===== config.mk =====
export PLATFORM = sky130hd
export DESIGN_NAME = npc_unit
export DESIGN_NICKNAME = d
export VERILOG_FILES = /design/src/rtl/npc_pkg.sv /design/src/rtl/npc_decode.sv /design/src/rtl/npc_target.sv /design/src/rtl/npc_pcreg.sv /design/src/rtl/npc_unit.sv
export SDC_FILE = /design/constraint.sdc
export NUM_CORES = 1
export LEC_CHECK = 0
export ABC_AREA = 0
export ABC_CLOCK_PERIOD_IN_PS = 8880
export BUFFER_PORTS_ARGS = -buffer_cell sky130_fd_sc_hd__buf_4
export CAP_MARGIN = 20
export CORE_UTILIZATION = 45
export CTS_BUF_LIST = sky130_fd_sc_hd__clkbuf_8
export CTS_CLUSTER_DIAMETER = 60
export CTS_CLUSTER_SIZE = 25
export DETAILED_ROUTE_END_ITERATION = 7
export MAX_ROUTING_LAYER = met4
export PLACE_DENSITY = 0.82
export REMOVE_ABC_BUFFERS = 1
export SYNTH_ARGS = -nofsm -noshare
export SYNTH_HDL_FRONTEND = slang
export SYNTH_SLANG_ARGS = --single-unit

===== constraint.sdc =====
create_clock -name clk -period 8.88 [get_ports clk]
set_input_delay 0.888 -clock clk [delete_from_list [all_inputs] [get_ports clk]]
set_output_delay 0.888 -clock clk [all_outputs]
set_load 0.02 [all_outputs]

===== src/rtl/npc_pkg.sv =====
`timescale 1ns/1ps
package npc_pkg;

   localparam int OPC_W = 6;

   localparam logic [OPC_W-1:0] OPC_RTYPE  = 6'b000000;
   localparam logic [OPC_W-1:0] OPC_JUMP   = 6'b000010;
   localparam logic [OPC_W-1:0] OPC_JLINK  = 6'b000011;
   localparam logic [OPC_W-1:0] OPC_BR_EQ  = 6'b000100;
   localparam logic [OPC_W-1:0] OPC_BR_NE  = 6'b000101;
   localparam logic [5:0]       FN_REG_JMP = 6'b001000;

   typedef enum logic [2:0] {
      FLOW_SEQ,
      FLOW_BR_EQ,
      FLOW_BR_NE,
      FLOW_JUMP,
      FLOW_JLINK,
      FLOW_REGJ
   } flow_t;

endpackage


===== src/rtl/npc_decode.sv =====
`timescale 1ns/1ps
module npc_decode
   import npc_pkg::*;
#(
   parameter int OP_W = 6,
   parameter int FN_W = 6
) (
   input  logic [OP_W-1:0] op,
   input  logic [FN_W-1:0] fn,
   output flow_t           flow
);

   initial begin
      assert (OP_W == OPC_W) else $error("npc_decode: opcode width must match package");
      assert (FN_W == 6) else $error("npc_decode: function field must be 6 bits");
   end

   always_comb begin
      unique case (op)
         OPC_BR_EQ: flow = FLOW_BR_EQ;
         OPC_BR_NE: flow = FLOW_BR_NE;
         OPC_JUMP:  flow = FLOW_JUMP;
         OPC_JLINK: flow = FLOW_JLINK;
         OPC_RTYPE: flow = (fn == FN_REG_JMP) ? FLOW_REGJ : FLOW_SEQ;
         default:   flow = FLOW_SEQ;
      endcase
   end

endmodule


===== src/rtl/npc_target.sv =====
`timescale 1ns/1ps
module npc_target
   import npc_pkg::*;
#(
   parameter int XLEN     = 32,
   parameter int OFF_W    = 16,
   parameter int JF_W     = 26,
   parameter int SHIFT    = 2,
   parameter bit ALIGN_JR = 1'b1
) (
   input  logic [XLEN-1:0]  pc,
   input  flow_t            flow,
   input  logic [OFF_W-1:0] offset,
   input  logic [JF_W-1:0]  jfield,
   input  logic [XLEN-1:0]  opa,
   input  logic [XLEN-1:0]  opb,
   input  logic [XLEN-1:0]  ind,
   output logic [XLEN-1:0]  seq,
   output logic [XLEN-1:0]  nxt
);

   localparam int REGION_W = XLEN - JF_W - SHIFT;
   localparam int EXT_W    = XLEN - OFF_W - SHIFT;
   localparam logic [XLEN-1:0] STEP = XLEN'(1) << SHIFT;

   initial begin
      assert (REGION_W >= 1) else $error("npc_target: jump field leaves no region bits");
      assert (EXT_W >= 0) else $error("npc_target: branch offset too wide");
   end

   logic [XLEN-1:0] br_disp;
   logic [XLEN-1:0] br_dest;
   logic [XLEN-1:0] jp_dest;
   logic [XLEN-1:0] rj_dest;
   logic            same;

   assign seq     = pc + STEP;
   assign br_disp = {{EXT_W{offset[OFF_W-1]}}, offset, {SHIFT{1'b0}}};
   assign br_dest = seq + br_disp;
   assign jp_dest = {seq[XLEN-1 -: REGION_W], jfield, {SHIFT{1'b0}}};
   assign same    = (opa == opb);

   generate
      if (ALIGN_JR) begin : g_rj_mask
         assign rj_dest = {ind[XLEN-1:SHIFT], {SHIFT{1'b0}}};
      end else begin : g_rj_raw
         assign rj_dest = ind;
      end
   endgenerate

   always_comb begin
      unique case (flow)
         FLOW_BR_EQ: nxt = same  ? br_dest : seq;
         FLOW_BR_NE: nxt = !same ? br_dest : seq;
         FLOW_JUMP,
         FLOW_JLINK: nxt = jp_dest;
         FLOW_REGJ:  nxt = rj_dest;
         default:    nxt = seq;
      endcase
   end

endmodule


===== src/rtl/npc_pcreg.sv =====
`timescale 1ns/1ps
module npc_pcreg #(
   parameter int                 XLEN      = 32,
   parameter logic [XLEN-1:0]    RESET_VEC = '0
) (
   input  logic            clk,
   input  logic            rst,
   input  logic [XLEN-1:0] nxt,
   output logic [XLEN-1:0] pc
);

   always_ff @(posedge clk) begin
      if (rst) pc <= RESET_VEC;
      else     pc <= nxt;
   end

endmodule


===== src/rtl/npc_unit.sv =====
`timescale 1ns/1ps
module npc_unit
   import npc_pkg::*;
#(
   parameter int              XLEN      = 32,
   parameter int              OP_W      = 6,
   parameter int              FN_W      = 6,
   parameter int              OFF_W     = 16,
   parameter int              JF_W      = 26,
   parameter int              REG_IDX_W = 5,
   parameter int              LINK_REG  = 31,
   parameter bit              ALIGN_JR  = 1'b1,
   parameter logic [XLEN-1:0] RESET_VEC = '0
) (
   input  logic                 clk,
   input  logic                 rst,
   input  logic [XLEN-1:0]      instr,
   input  logic [XLEN-1:0]      rs_val,
   input  logic [XLEN-1:0]      rt_val,
   input  logic [XLEN-1:0]      jr_val,
   output logic [XLEN-1:0]      pc,
   output logic                 link_we,
   output logic [REG_IDX_W-1:0] link_idx,
   output logic [XLEN-1:0]      link_data
);

   localparam int SHIFT = 2;

   initial begin
      assert (XLEN == OP_W + JF_W) else $error("npc_unit: opcode and jump field must fill the word");
      assert (RESET_VEC[SHIFT-1:0] == '0) else $error("npc_unit: reset vector must be word aligned");
      assert (LINK_REG < (1 << REG_IDX_W)) else $error("npc_unit: link register index out of range");
   end

   flow_t           flow;
   logic [XLEN-1:0] seq;
   logic [XLEN-1:0] nxt;

   npc_decode #(
      .OP_W (OP_W),
      .FN_W (FN_W)
   ) u_dec (
      .op   (instr[XLEN-1 -: OP_W]),
      .fn   (instr[FN_W-1:0]),
      .flow (flow)
   );

   npc_target #(
      .XLEN     (XLEN),
      .OFF_W    (OFF_W),
      .JF_W     (JF_W),
      .SHIFT    (SHIFT),
      .ALIGN_JR (ALIGN_JR)
   ) u_tgt (
      .pc     (pc),
      .flow   (flow),
      .offset (instr[OFF_W-1:0]),
      .jfield (instr[JF_W-1:0]),
      .opa    (rs_val),
      .opb    (rt_val),
      .ind    (jr_val),
      .seq    (seq),
      .nxt    (nxt)
   );

   npc_pcreg #(
      .XLEN      (XLEN),
      .RESET_VEC (RESET_VEC)
   ) u_pc (
      .clk (clk),
      .rst (rst),
      .nxt (nxt),
      .pc  (pc)
   );

   assign link_we   = !rst && (flow == FLOW_JLINK);
   assign link_idx  = REG_IDX_W'(LINK_REG);
   assign link_data = seq;

endmodule


; ---- After elaboration in Yosys (flattened, before gate mapping)
; Index checks and enable logic that the tools add are counted.
[op_classes]
reduce_logical = 4
add_sub_neg = 2
n_mux = 5
eq_ne = 11
[op_table]
columns = cell, count
row1 = $pmux W32 S4, 1
row2 = $mux W32, 2
row3 = $add A32 B3 Y32 const B, 1
row4 = $add A32 B32 Y32, 1
row5 = $eq A32 B32 Y1, 1
row6 = $pmux W3 S5, 1
row7 = $eq A6 B2 Y1 const B, 2
row8 = $eq A6 B3 Y1 const B, 2
row9 = $eq A3 B2 Y1 const B, 2
row10 = $eq A3 B3 Y1 const B, 2
row11 = $eq A6 B4 Y1 const B, 1
row12 = $logic_not A6 Y1, 1
row13 = $eq A3 B1 Y1 const B, 1
row14 = $mux W3, 1
row15 = $reduce_or A2 Y1, 1
row16 = $logic_and A1 B1 Y1, 1
row17 = $logic_not A1 Y1, 1
[totals]
out_inout_bits = 70
wordCells = 23
input_bits = 130
ff_bits = 32

; ---- Longest topological paths before layout
[logic_depth]
ltp_word = 6
ltp_mapped = 16
mapped_depth_nobuf = 16

; ---- Hierarchy
; A second synthesis with hierarchy kept.
[hier_totals]
cells_unflattened = 565
area_unflattened_um2 = 4401.7
[modules_own_cells]
columns = module, area_per_inst_um2, instances, seq_area_each_um2, cells_per_inst
row1 = npc_target, 3394.5, 1, 0.0, 480
row2 = npc_pcreg, 863.3, 1, 640.6, 67
row3 = npc_decode, 87.6, 1, 0.0, 11
row4 = npc_unit, 56.3, 1, 0.0, 7

; ---- Worst setup path before layout
; No wires, ideal clock.
[synth_path]
path_kind = reg-to-reg
start = register u_pc.pc[2]
end = register u_pc.pc[31]
synth_period_minus_slack_ns = 3.846
setup_time_ns = 0.117
path_buffers = 0
arrival_time_ns = 3.728
path_slack_ns = 5.034
path_stages_with_launch = 15
required_time_ns = 8.763
cell_sequence = dfxtp_1 > ha_1 > inv_1 > nor4_2 > nand2_1 > nor2_1 > nand2_1 > xnor2_1 > ha_1 > nand2_1 > or3_1 > o21ai_0 > a21oi_1 > or3_1 > a32o_1
[synth_via]
elab_chain_len = 4
elab_cells_between_ends = 5
classes_between = 2 x add/sub / 3 x mux
[synth_lines]
columns = item, line
row1 = from (decl), npc_pcreg.sv:9  ; output logic [XLEN-1:0] pc
row2 = from (signal assigned), npc_pcreg.sv:14  ; else pc <= nxt;
row3 = $add A32 B3 Y32 *, npc_target.sv:37  ; assign seq = pc + STEP;
row4 = named net link_data[20], npc_unit.sv:24  ; output logic [XLEN-1:0] link_data
row5 = $add A32 B32 Y32 *, npc_target.sv:39  ; assign br_dest = seq + br_disp;
row6 = $mux W32 (on tied branches), "npc_target.sv:54, npc_target.sv:53"
row7 = $pmux W32 S4 *, npc_target.sv:52  ; unique case (flow)
; Mark *: on every way through the listed nets, which the timed path passes. The rest lies on a longest branch.
; A chain may end at the register's enable or synchronous reset.

; ---- Worst setup path after layout
[layout_path]
start = register u_pc.pc[2]
end = register u_pc.pc[31]
[layout_via]
elab_chain_len = 4
elab_cells_between_ends = 5
classes_between = 2 x add/sub / 3 x mux
[layout_lines]
columns = item, line
row1 = $add A32 B3 Y32 *, npc_target.sv:37
row2 = $add A32 B32 Y32, npc_target.sv:39
row3 = $mux W32 (on tied branches), "npc_target.sv:54, npc_target.sv:53"
row4 = $pmux W32 S4 *, npc_target.sv:52
; Every way passes the cells marked *; elsewhere a longest branch is shown, timed or not.

==> impl_metrics.env <==
export IMPL_critPathArrivalTime_ns=4.43
export IMPL_drtAntennaViolNets=0
export IMPL_grtUsageMet3_pct=3.668
export IMPL_final_util_pct=65.98
export IMPL_yosys_top_cells_count="xnor2_1 (66), a21oi_1 (51), nand2_1 (39)"
export IMPL_globalRouteOverflowTotal=0
export IMPL_num_nets_final=863
export IMPL_grt_usage_pct=30.54
export IMPL_worstPathRequired_ns=9.06
export IMPL_cts_setup_buffers=0
export IMPL_endpoint_kind="flip-flop"
export IMPL_fin_cells=803
export IMPL_die_h_um=95.45
export IMPL_dr_pass1_iters=5
export IMPL_largestRegisters="u_pc.pc x30"
export IMPL_placedInstanceArea_mm2=0.005411
export IMPL_rsz0062_at_grt="false"
export IMPL_cts_max_level=2
export IMPL_postRouteWirelength_um=14080
export IMPL_largest_register_ffs=30
export IMPL_gr_usage_met2_pct=53.63
export IMPL_nFillCells=764
export IMPL_num_vias=4754
export IMPL_start_kind="flip-flop"
export IMPL_ir_drop_v=0.00004567
export IMPL_cts_resized=0
export IMPL_yosys_cell_count_top_type="xnor2_1"
export IMPL_clk_insertion_delay_late_ns=0.29
export IMPL_cts_buffers=5
export IMPL_post_synth_top_area_fraction_pct=15.28
export IMPL_ys_seq_elements=30
export IMPL_grt_pass1_wl_um=21160
export IMPL_p_seq_share_pct=32.8
export IMPL_path_cells="ha_1 > inv_1 > nor4_2 > buf_4 > nand2_1 > nor2_1 > nand2_1 > xnor2_1 > ha_1 > nand2_1 > or3_1 > o21ai_0 > a21oi_1 > or3_1 > a32o_1"
export IMPL_seqCellArea_um2=600.6
export IMPL_netlist_top_cells_area="dfxtp_1 (15%), xnor2_1 (15%), ha_1 (11%), a21oi_1 (6.5%), a22oi_1 (4.6%)"
export IMPL_hold_class="reg2reg"
export IMPL_p_sw_share_pct=34.22
export IMPL_numClockSinks=30
export IMPL_top_register="u_pc.pc"
export IMPL_p_int_mw=0.2883
export IMPL_yosysTopAreaCell="dfxtp_1"
export IMPL_max_cap_viol_count=0
export IMPL_setup_viol=0
export IMPL_p_per_area_mw_per_mm2=79.65
export IMPL_core_mm2=0.008341
export IMPL_whs_ns=0.6596
export IMPL_seq_area_frac_synth_pct=15.28
export IMPL_finalHoldViolations=0
export IMPL_slowest_stage="o21ai_0"
export IMPL_relSlewSlack_pct=28.37
export IMPL_clock_skew_ns=0.01053
export IMPL_die_area_mm2=0.009111
export IMPL_drt_iter0_markers=217
export IMPL_antenna_found_initial=0
export IMPL_combPwrFrac_pct=40.0
export IMPL_tns_ns=0
export IMPL_io_buffers=188
export IMPL_finalPower_mw=0.4383
export IMPL_ys_warn_count=0
export IMPL_grt_pass1_vias=4485
export IMPL_die_x_um=95.45
export IMPL_crit_path_max_fanout=6
export IMPL_dpl_hpwl_um=11230
export IMPL_ios=200
export IMPL_leakagePower_nw=2.528
export IMPL_avgSynthCellArea_um2=7.602
export IMPL_row_count=33
export IMPL_tightestPinTransition_ns=1.071
export IMPL_syn_area_mm2=0.003930
export IMPL_drv_slew=0
export IMPL_grt_max_degree=34
export IMPL_power_switching_mw=0.1500
export IMPL_clock_path_buffers=2
export IMPL_period_needed_ns=4.252
export IMPL_viasPerCell=5.920
export IMPL_synth_async_reset_ratio_pct=0
export IMPL_use_met1_pct=35.73
export IMPL_globalplace_congestion=0.9668
export IMPL_fin_ws_ns=4.628
export IMPL_post_place_cells=795
export IMPL_synth_cell_types=58
export IMPL_fmax_mhz=235.2
export IMPL_drive_gt1_share_pct=29.66
export IMPL_synthToLayoutAreaGrowth_pct=40.02
export IMPL_finalCritPeriodShare_pct=47.89
export IMPL_outcome="completed"
export IMPL_worstSetupPathType="reg2reg"
export IMPL_synth_edf_count=0
export IMPL_grt_busiest_layer="met2"
export IMPL_cts_tree="done"
export IMPL_cts_reportedPaths_clkPinSlew_ns=0.07
export IMPL_start_util_pct=47.12
export IMPL_wire_per_inst_um=17.53
export IMPL_multiInputGateArea_mm2=0.003147
export IMPL_crit_top_cell="nand2_1"
export IMPL_route_detailed_drc=0
export IMPL_synth_cells=517
export IMPL_clockPowerShare_pct=27.3
export IMPL_critPathMaxStageDelay_ns=0.44
export IMPL_root_buffer="clkbuf_8"
export IMPL_pre_cts_ws_ns=4.814
export IMPL_synth_flop_cell="dfxtp_1"
export IMPL_holdBufCountCts=0
export IMPL_diodes=0
export IMPL_final_cell_area_mm2=0.005503
-- final cells by class --
| type | instances | share of cell area (%) |
|---|---|---|
| multi-input cells | 448 | 57.19 |
| inverters | 21 | 1.432 |
| clock inverters | 2 | 0.1592 |
| flip-flops and latches | 30 | 10.91 |
| clock buffers | 6 | 1.501 |
| well taps | 105 | 2.387 |
| repair buffers | 191 | 26.42 |
-- power groups by stage --
stage                     combinational, mW  clock, mW  sequential, mW
after CTS                             0.175      0.122           0.143
after global placement                0.169          0           0.146
after detailed placement              0.174          0           0.147
after global routing                  0.190      0.125           0.144
final                                 0.175      0.119           0.144
after floorplan                      0.0871          0           0.150
-- cell families after synthesis --
family,synth area share (%)
adder cells (fa/ha/maj),11.65
other,0.1911
buffers and inverters,5.317
XOR/XNOR,18.27
multiplexers,0.5412
flip-flops,15.28
AND/OR/NAND/NOR,20.60
AO/OA/AOI/OAI,28.14
-- placed cells by master (no fill, tap or decap), drive strengths merged, types with 4 or more instances in the layout --
cell type  Yosys  layout
nor3           9       9
o21bai         5       5
o31ai          4       4
clkbuf        13       6
nand2         39      39
o21ai         14      14
a221oi         5       5
conb           2       9
buf           12     191
inv           21      22
a2111oi        4       4
a21oi         51      51
nor4           9       9
a31oi          8       8
dfxtp         30      30
a22oi         24      24
a21o          14      14
or3            4       4
nand4         26      26
nor2          28      28
nand3         18      18
and3           7       7
xnor2         66      66
a22o          13      13
ha            35      35
o22ai          8       8
nor2b          4       4
xor2          16      16
-- routing by layer --
| layer | up-vias | wire length [um] |
|---|---|---|
| met5 | - | 0 |
| met4 | 0 | 320 |
| met3 | 37 | 1083 |
| met2 | 216 | 7037 |
| met1 | 2216 | 5635 |
| li1 | 2285 | - |
-- critical path: cells and delay by family (launching register included) --
kind,cells,cell delay [ns]
xor+xnor,1,0.41
simple gates,7,1.55
compound gates,3,0.88
buf+inv,2,0.30
flops,1,0.41
fa+ha+maj,2,0.59
-- worst paths after layout --
kind / start / endpoint / slack (ns) / depth (start not counted)
setup reg to reg: u_pc.pc[2] / u_pc.pc[31] / 4.63 / 15
hold / removal: u_pc.pc[2] / u_pc.pc[2] / 0.66 / 3
hold reg to reg: u_pc.pc[2] / u_pc.pc[2] / 0.66 / 3
setup / recovery: u_pc.pc[2] / u_pc.pc[31] / 4.63 / 15
(Power assumes the default switching activity.)
